**src/rtl/cbx_pkg.sv**
```systemverilog
package cbx_pkg;
  localparam int CW = 16;
  localparam int XW = 32;

  localparam logic [6:0] OPC_LOAD  = 7'b0000011;
  localparam logic [6:0] OPC_STORE = 7'b0100011;
  localparam logic [6:0] OPC_IMM   = 7'b0010011;
  localparam logic [6:0] OPC_REG   = 7'b0110011;
  localparam logic [6:0] OPC_REGW  = 7'b0111011;

  localparam logic [5:0] F6_LDB  = 6'b100000;
  localparam logic [5:0] F6_LDH  = 6'b100001;
  localparam logic [5:0] F6_STB  = 6'b100010;
  localparam logic [5:0] F6_STH  = 6'b100011;
  localparam logic [5:0] F6_ARITH = 6'b100111;

  // Compressed register field r names x(8+r)
  function automatic logic [4:0] creg(input logic [2:0] r);
    return {2'b01, r};
  endfunction

  function automatic logic [31:0] enc_i(input logic [11:0] imm, input logic [4:0] rs1,
                                        input logic [2:0] f3, input logic [4:0] rd,
                                        input logic [6:0] op);
    return {imm, rs1, f3, rd, op};
  endfunction

  function automatic logic [31:0] enc_s(input logic [11:0] imm, input logic [4:0] rs2,
                                        input logic [4:0] rs1, input logic [2:0] f3,
                                        input logic [6:0] op);
    return {imm[11:5], rs2, rs1, f3, imm[4:0], op};
  endfunction

  function automatic logic [31:0] enc_r(input logic [6:0] f7, input logic [4:0] rs2,
                                        input logic [4:0] rs1, input logic [2:0] f3,
                                        input logic [4:0] rd, input logic [6:0] op);
    return {f7, rs2, rs1, f3, rd, op};
  endfunction
endpackage

```
**src/rtl/cbx_mem_decode.sv**
```systemverilog
module cbx_mem_decode
  import cbx_pkg::*;
(
  input  logic [CW-1:0] c,
  output logic          hit,
  output logic [XW-1:0] word
);
  logic [4:0]  base_r;
  logic [4:0]  data_r;
  logic [11:0] off_b;
  logic [11:0] off_h;
  logic        quad0;

  assign quad0  = (c[1:0] == 2'b00);
  assign base_r = creg(c[9:7]);
  assign data_r = creg(c[4:2]);
  assign off_b  = {10'd0, c[5], c[6]};
  assign off_h  = {10'd0, c[5], 1'b0};

  always_comb begin
    hit  = 1'b0;
    word = '0;
    if (quad0) begin
      unique case (c[15:10])
        F6_LDB: begin
          hit  = 1'b1;
          word = enc_i(off_b, base_r, 3'b100, data_r, OPC_LOAD);
        end
        F6_LDH: begin
          hit  = 1'b1;
          word = enc_i(off_h, base_r, c[6] ? 3'b001 : 3'b101, data_r, OPC_LOAD);
        end
        F6_STB: begin
          hit  = 1'b1;
          word = enc_s(off_b, data_r, base_r, 3'b000, OPC_STORE);
        end
        F6_STH: begin
          if (!c[6]) begin
            hit  = 1'b1;
            word = enc_s(off_h, data_r, base_r, 3'b001, OPC_STORE);
          end
        end
        default: begin
          hit  = 1'b0;
          word = '0;
        end
      endcase
    end
  end
endmodule

```
**src/rtl/cbx_alu_decode.sv**
```systemverilog
module cbx_alu_decode
  import cbx_pkg::*;
#(
  parameter int XLEN = 64
) (
  input  logic [CW-1:0] c,
  output logic          hit,
  output logic [XW-1:0] word
);
  logic [4:0] rd;
  logic [4:0] rs2;
  logic       grp;
  logic [6:0] zexth_op;
  logic       wext_ok;

  generate
    if (XLEN == 64) begin : g_rv64
      assign zexth_op = OPC_REGW;
      assign wext_ok  = 1'b1;
    end else begin : g_rv32
      assign zexth_op = OPC_REG;
      assign wext_ok  = 1'b0;
    end
  endgenerate

  assign grp = (c[1:0] == 2'b01) && (c[15:10] == F6_ARITH);
  assign rd  = creg(c[9:7]);
  assign rs2 = creg(c[4:2]);

  always_comb begin
    hit  = 1'b0;
    word = '0;
    if (grp) begin
      if (c[6:5] == 2'b10) begin
        hit  = 1'b1;
        word = enc_r(7'b0000001, rs2, rd, 3'b000, rd, OPC_REG);
      end else if (c[6:5] == 2'b11) begin
        unique case (c[4:2])
          3'b000: begin hit = 1'b1; word = enc_i(12'h0FF, rd, 3'b111, rd, OPC_IMM); end
          3'b001: begin hit = 1'b1; word = enc_i(12'h604, rd, 3'b001, rd, OPC_IMM); end
          3'b010: begin hit = 1'b1; word = enc_i(12'h080, rd, 3'b100, rd, zexth_op); end
          3'b011: begin hit = 1'b1; word = enc_i(12'h605, rd, 3'b001, rd, OPC_IMM); end
          3'b100: begin
            hit  = wext_ok;
            word = wext_ok ? enc_r(7'b0000100, 5'd0, rd, 3'b000, rd, OPC_REGW) : '0;
          end
          3'b101: begin hit = 1'b1; word = enc_i(12'hFFF, rd, 3'b100, rd, OPC_IMM); end
          default: begin hit = 1'b0; word = '0; end
        endcase
      end
    end
  end
endmodule

```
**src/rtl/cbx_out_reg.sv**
```systemverilog
module cbx_out_reg #(
  parameter int W = 32
) (
  input  logic         clk,
  input  logic         rst,
  input  logic [W-1:0] d_word,
  input  logic         d_bad,
  output logic [W-1:0] q_word,
  output logic         q_bad
);
  always_ff @(posedge clk) begin
    if (rst) begin
      q_word <= '0;
      q_bad  <= 1'b0;
    end else begin
      q_word <= d_word;
      q_bad  <= d_bad;
    end
  end
endmodule

```
**src/rtl/cbx_expander.sv**
```systemverilog
module cbx_expander
  import cbx_pkg::*;
#(
  parameter int XLEN = 64
) (
  input  logic        clk,
  input  logic        rst,
  input  logic [15:0] cinstr_i,
  output logic [31:0] xinstr_o,
  output logic        illegal_o
);
  logic          mem_hit;
  logic          alu_hit;
  logic [XW-1:0] mem_word;
  logic [XW-1:0] alu_word;
  logic [XW-1:0] nxt_word;
  logic          nxt_bad;

  cbx_mem_decode u_mem (
    .c    (cinstr_i),
    .hit  (mem_hit),
    .word (mem_word)
  );

  cbx_alu_decode #(.XLEN(XLEN)) u_alu (
    .c    (cinstr_i),
    .hit  (alu_hit),
    .word (alu_word)
  );

  // The two decoders cover disjoint quadrants, so at most one hits
  always_comb begin
    nxt_bad  = !(mem_hit || alu_hit);
    nxt_word = mem_hit ? mem_word : (alu_hit ? alu_word : '0);
  end

  cbx_out_reg #(.W(XW)) u_oreg (
    .clk    (clk),
    .rst    (rst),
    .d_word (nxt_word),
    .d_bad  (nxt_bad),
    .q_word (xinstr_o),
    .q_bad  (illegal_o)
  );
endmodule

```
**config.mk**
```make
export PLATFORM = sky130hd
export DESIGN_NAME = cbx_expander
export DESIGN_NICKNAME = d
export VERILOG_FILES = /design/src/rtl/cbx_pkg.sv /design/src/rtl/cbx_mem_decode.sv /design/src/rtl/cbx_alu_decode.sv /design/src/rtl/cbx_out_reg.sv /design/src/rtl/cbx_expander.sv
export SDC_FILE = /design/constraint.sdc
export NUM_CORES = 1
export LEC_CHECK = 0
export ABC_CLOCK_PERIOD_IN_PS = 2950
export BUFFER_PORTS_ARGS = -buffer_cell sky130_fd_sc_hd__buf_2
export CAP_MARGIN = 20
export CORE_MARGIN = 2
export CORE_UTILIZATION = 47
export CTS_BUF_LIST = sky130_fd_sc_hd__clkbuf_16
export CTS_CLUSTER_SIZE = 40
export DETAILED_ROUTE_END_ITERATION = 12
export PLACE_DENSITY_LB_ADDON = 0.15
export REMOVE_ABC_BUFFERS = 1
export SKIP_LAST_GASP = 1
export SLEW_MARGIN = 0
export SYNTH_ARGS = -nofsm -noshare
export SYNTH_HDL_FRONTEND = slang
export SYNTH_SLANG_ARGS = --single-unit
export TNS_END_PERCENT = 1
```
**constraint.sdc**
```tcl
create_clock -name clk -period 2.95 [get_ports clk]
set_input_delay 0.59 -clock clk [delete_from_list [all_inputs] [get_ports clk]]
set_output_delay 0.59 -clock clk [all_outputs]
set_load 0.005 [all_outputs]
```
# Yosys cells after proc, flatten, opt, wreduce, memory -nomap -nowiden

Index checks and enable logic that the tools add are counted.
Widths: inputs -> output; s select.

Output and inout bits: 33
Register bits: 33
Logic and storage cells: 39

Reductions and logical operators: 7
Mux-type cells: 17
Equality and inequality tests: 13

Operator list:

| kind               | count |
|---|---|
| $mux 32            | 6 |
| $pmux 32 s6        | 1 |
| $pmux 32 s4        | 1 |
| $eq 6x6->1 const B | 5 |
| $mux 24            | 1 |
| $eq 3x2->1 const B | 2 |
| $eq 3x3->1 const B | 2 |
| $mux 1             | 6 |
| $reduce_or 6->1    | 1 |
| $eq 2x2->1 const B | 2 |
| $eq 3x1->1 const B | 1 |
| $logic_not 3->1    | 1 |
| $mux 3             | 1 |
| $reduce_or 3->1    | 1 |
| $eq 2x1->1 const B | 1 |
| $logic_not 2->1    | 1 |
| $pmux 1 s2         | 1 |
| $logic_and 1x1->1  | 1 |
| $logic_not 1->1    | 1 |
| $logic_or 1x1->1   | 1 |

# Depth between registers and ports, before layout

Word-level depth: 8
Depth in mapped cells: 5
Mapped depth without buffers: 4

# Modules after synthesis

From an unflattened synthesis, not the netlist that was laid out.

Cell total of the unflattened synthesis: 228
Area total of the unflattened synthesis: 1996.9 um^2

By module, submodules not included:

| module         | times used | seq. area each (um^2) | area an instance (um^2) | cells an instance |
|---|---|---|---|---|
| cbx_out_reg    | 1          | 660.6                 | 889.6                   | 69 |
| cbx_alu_decode | 1          | 0.0                   | 390.4                   | 63 |
| cbx_expander   | 1          | 0.0                   | 365.4                   | 45 |
| cbx_mem_decode | 1          | 0.0                   | 351.6                   | 51 |

# Worst setup path after synthesis

No wires, ideal clock.

Path type: input -> register
Start point: input port cinstr_i[14]
End point: register u_oreg.q_word[23]
Slack: 1.101 ns
Data required time: 2.887 ns
Setup time: 0.063 ns
Arrival: 1.786 ns
Stages on the path: 4
Path through: or4b_4 > or4_4 > a21oi_2 > nand2b_1

Longest elaborated chain between the ends: 5

RTL lines:

| item                                                                         | line                                       | source |
|---|---|---|
| start, declared                                                              | cbx_expander.sv:8                          | `input logic [15:0] cinstr_i,` |
| $eq 6x6->1 (on tied branches)                                                | cbx_mem_decode.sv:24, cbx_alu_decode.sv:26 |  |
| $reduce_or 3->1 (no source line) / $logic_and 1x1->1 (equally long branches) | -                                          |  |
| $pmux 1 s2, or another cell as far along                                     | cbx_mem_decode.sv:24                       | `unique case (c[15:10])` |
| $mux 1 / $mux 32 (equally long branches)                                     | cbx_mem_decode.sv:23, cbx_expander.sv:34   |  |
| $mux 32 *                                                                    | cbx_expander.sv:34                         | `nxt_word = mem_hit ? mem_word : (alu_hit ? alu_word : '0);` |
| end signal, assigned                                                         | cbx_out_reg.sv:16                          | `q_word <= d_word;` |
| end, declared                                                                | cbx_out_reg.sv:8                           | `output logic [W-1:0] q_word,` |

Every way passes the cells marked *; elsewhere a longest branch is shown, timed or not.
A chain may end at the register's enable or synchronous reset.

# Worst setup path in the final report

Start point: input port cinstr_i[11]
End point: register u_oreg.q_word[3]

The elaborated chain is that of the path after synthesis.

==> summary.md <==
| Metric | Value |
|---|---|
| Outcome | `complete, no violations` |
| Area contributors post-synth | `dfxtp_1, buf_4, nand2_1, nor2_1, o2bb2ai_1` |
| Area leader, netlist | `dfxtp_1` |
| Max Clk Rate | `491 MHz` |
| Number of global-route vias before repair | `823` |
| Register area share after synthesis | `47.1%` |
| Syn_area_per_cell | `9.19 µm²` |
| RSZ-0062 raised after global routing | `no` |
| IO buf count | `46` |
| DIE WIDTH | `50.6 µm` |
| Hold Path Class | `in2reg` |
| Cell variety after synth | `40` |
| Post-Synthesis Cells | `111` |
| Leak | `0.607 nW` |
| Syn. warnings | `0` |
| Post-CTS resize count | `0` |
| Via/cell ratio | `5.36` |
| Clk pin slew, worst setup/hold paths | `0.06 ns` |
| Period utilisation layout | `69.0%` |
| Fin area | `1290 µm²` |
| Placed Area | `1210 µm²` |
| Worst setup EP type | `register` |
| Worst-margin pin slew | `0.660 ns` |
| Cts bufs inserted | `3` |
| CP arrival | `2.20 ns` |
| Cell Area, Synth | `1020 µm²` |
| Die ar. | `2560 µm²` |
| WS Path Type | `in2reg` |
| Cell Pwr Density | `523 nW/µm²` |
| Top FF cell, synth | `dfxtp_1` |
| Area Overhead vs Synth | `26.3%` |
| Finished Layout Cells | `177` |
| Final Max Slew Viols | `0` |
| Final hold vios | `0` |
| Die Span Y | `50.6 µm` |
| Row count | `16` |
| Via count | `949` |
| # nets final | `169` |
| Max Cap Violations | `0` |
| Post-synth top area share | `47.1%` |
| Min Hold Slack | `0.534 ns` |
| Fillers | `180` |
| Worst Path Max Fanout | `13` |
| # IOs | `51` |
| Share of layout cells above drive strength 1 | `36.0%` |
| Total grt overflow | `0` |
| Post-synthesis register bit count | `24` |
| Synth top cells by count | `dfxtp_1, buf_4, nand2_1, nor2_1` |
| Number of hold buffers added after CTS | `0` |
| Startpoint types | `input port` |
| Crit path time final | `2.04 ns` |
| Ant. Diodes | `0` |
| Hold path start | `rst` |
| Initial core utilization | `50.9%` |
| Routed Antenna Nets | `0` |
| Global-route wire length before repair | `3480 µm` |
| DRC | `0` |
| Hold Crit Endpoint | `u_oreg.q_bad` |
| Peak supply drop | `0.391 mV` |
| CTS Buffer Depth | `2` |
| # Post-CTS Setup Buffers | `0` |
| Num Clock Sinks | `24` |
| Asr flop ratio synth | `0%` |
| Worst hold stages | `2` |
| Total track usage | `18.1%` |
| Core footprint | `2000 µm²` |
| DR pass1 iterations | `4` |
| Crit path required time | `3.11 ns` |
| CTS tree | `built` |
| Drt wl/cell | `12.4 µm` |
| Number of flops mapped to enable cells by yosys | `0` |
| Largest net degree at the start of global routing | `14` |
| Total wire length | `2200 µm` |
| Max H-tree Level | `1` |
| Setup_tns | `0 ns` |
| Dpl hpwl | `1660 µm` |
| Worst slew margin | `55.7%` |
| Initial antenna violation count | `0` |
| Endpoints failing setup | `0` |
| GPL Wtd Cong | `0.841` |
| Root Buffer | `clkbuf_16` |
| Placed insts | `173` |
| Most numerous cell in the Yosys netlist | `dfxtp_1` |
| DR iter-0 viols | `23` |
layer usage:
| layer | up-vias | wire length [µm] | track usage [%] |
|---|---|---|---|
| li1 | 464 | - | - |
| met1 | 433 | 955 | 22.6 |
| met2 | 48 | 1030 | 28.5 |
| met3 | 4 | 180 | 4.76 |
| met4 | 0 | 34 | 9.01 |
| met5 | - | 0 | 0 |
state kept, by name, indices dropped and copies added, names as in the netlist:
signal and flops:
u_oreg.q_bad 1, u_oreg.q_word 23
where the power goes:
| group | internal [W] | total (W) | leakage [nW] | switching, W |
|---|---|---|---|---|
| sequential | 0.000326 | 0.000326 | 0.194 | 0.000000414 |
| combinational | 0.0000222 | 0.0000575 | 0.374 | 0.0000353 |
| clock | 0.000181 | 0.000290 | 0.0385 | 0.000109 |
placed cells by master (no fill, tap or decap), drive strengths merged:
cell / n
conb: 4
nor3b: 1
buf: 46
nand4: 1
xnor2: 1
nand3: 5
inv: 3
nand3b: 1
a21oi: 4
nor2b: 2
o31ai: 1
nand2: 8
a221oi: 1
nand2b: 1
a211oi: 1
or3: 1
clkbuf: 3
mux2: 1
o2bb2ai: 3
nor2: 8
and2: 3
nor4b: 2
a21boi: 2
and3: 1
nor4: 1
or4: 1
a32oi: 1
o211ai: 1
or4b: 1
o21ai: 5
clkinv: 1
a22o: 2
dfxtp: 24
nor3: 2
o22ai: 3
xor2: 1
a31oi: 2
o2111ai: 1
area by class of cell:
cell class / count / area [µm²] / area share, %
inverters: 3 / 11.3 / 0.875
repair buffers: 46 / 230 / 17.9
clock inverters: 1 / 3.75 / 0.292
multi-input cells: 73 / 453 / 35.2
clock buffers: 3 / 75.1 / 5.83
flip-flops and latches: 24 / 480 / 37.3
well taps: 27 / 33.8 / 2.62
kinds of logic after synthesis:
family,Yosys count,share of synthesized area [%]
simple gates,39,21.7
mux,1,1.10
other cells,1,0.368
flops,24,47.1
buf+inv,17,9.57
xor+xnor,2,1.72
compound gates,27,18.4
how the worst max path moves through the flow:
stage | depth (start not counted) | to | startpoint | slack (ns)
finish | 5 | u_oreg.q_word[3] | cinstr_i[11] | 0.91
global route | 5 | u_oreg.q_word[3] | cinstr_i[11] | 0.76
CTS | 5 | u_oreg.q_word[3] | cinstr_i[11] | 0.93
detailed placement | 5 | u_oreg.q_word[3] | cinstr_i[11] | 0.71
global placement | 5 | u_oreg.q_word[3] | cinstr_i[11] | 0.83
floorplan | 4 | u_oreg.q_word[23] | cinstr_i[14] | 1.10
critical path: stages:
cell	delay, ns
buf_2	0.22
nand3_1	0.20
nor3_1	0.46
o2111ai_1	0.40
a211oi_1	0.33
metrics by stage:
stage	util [%]	power [W]	setup WS (ns)
after floorplan	-	0.000359	1.10
after global placement	60.4	0.000388	0.828
after detailed placement	60.4	0.000389	0.713
after CTS	64.3	0.000676	0.934
after global routing	64.3	0.000697	0.765
final	64.3	0.000673	0.914
No activity file was read; power rests on OpenSTA's default activity.
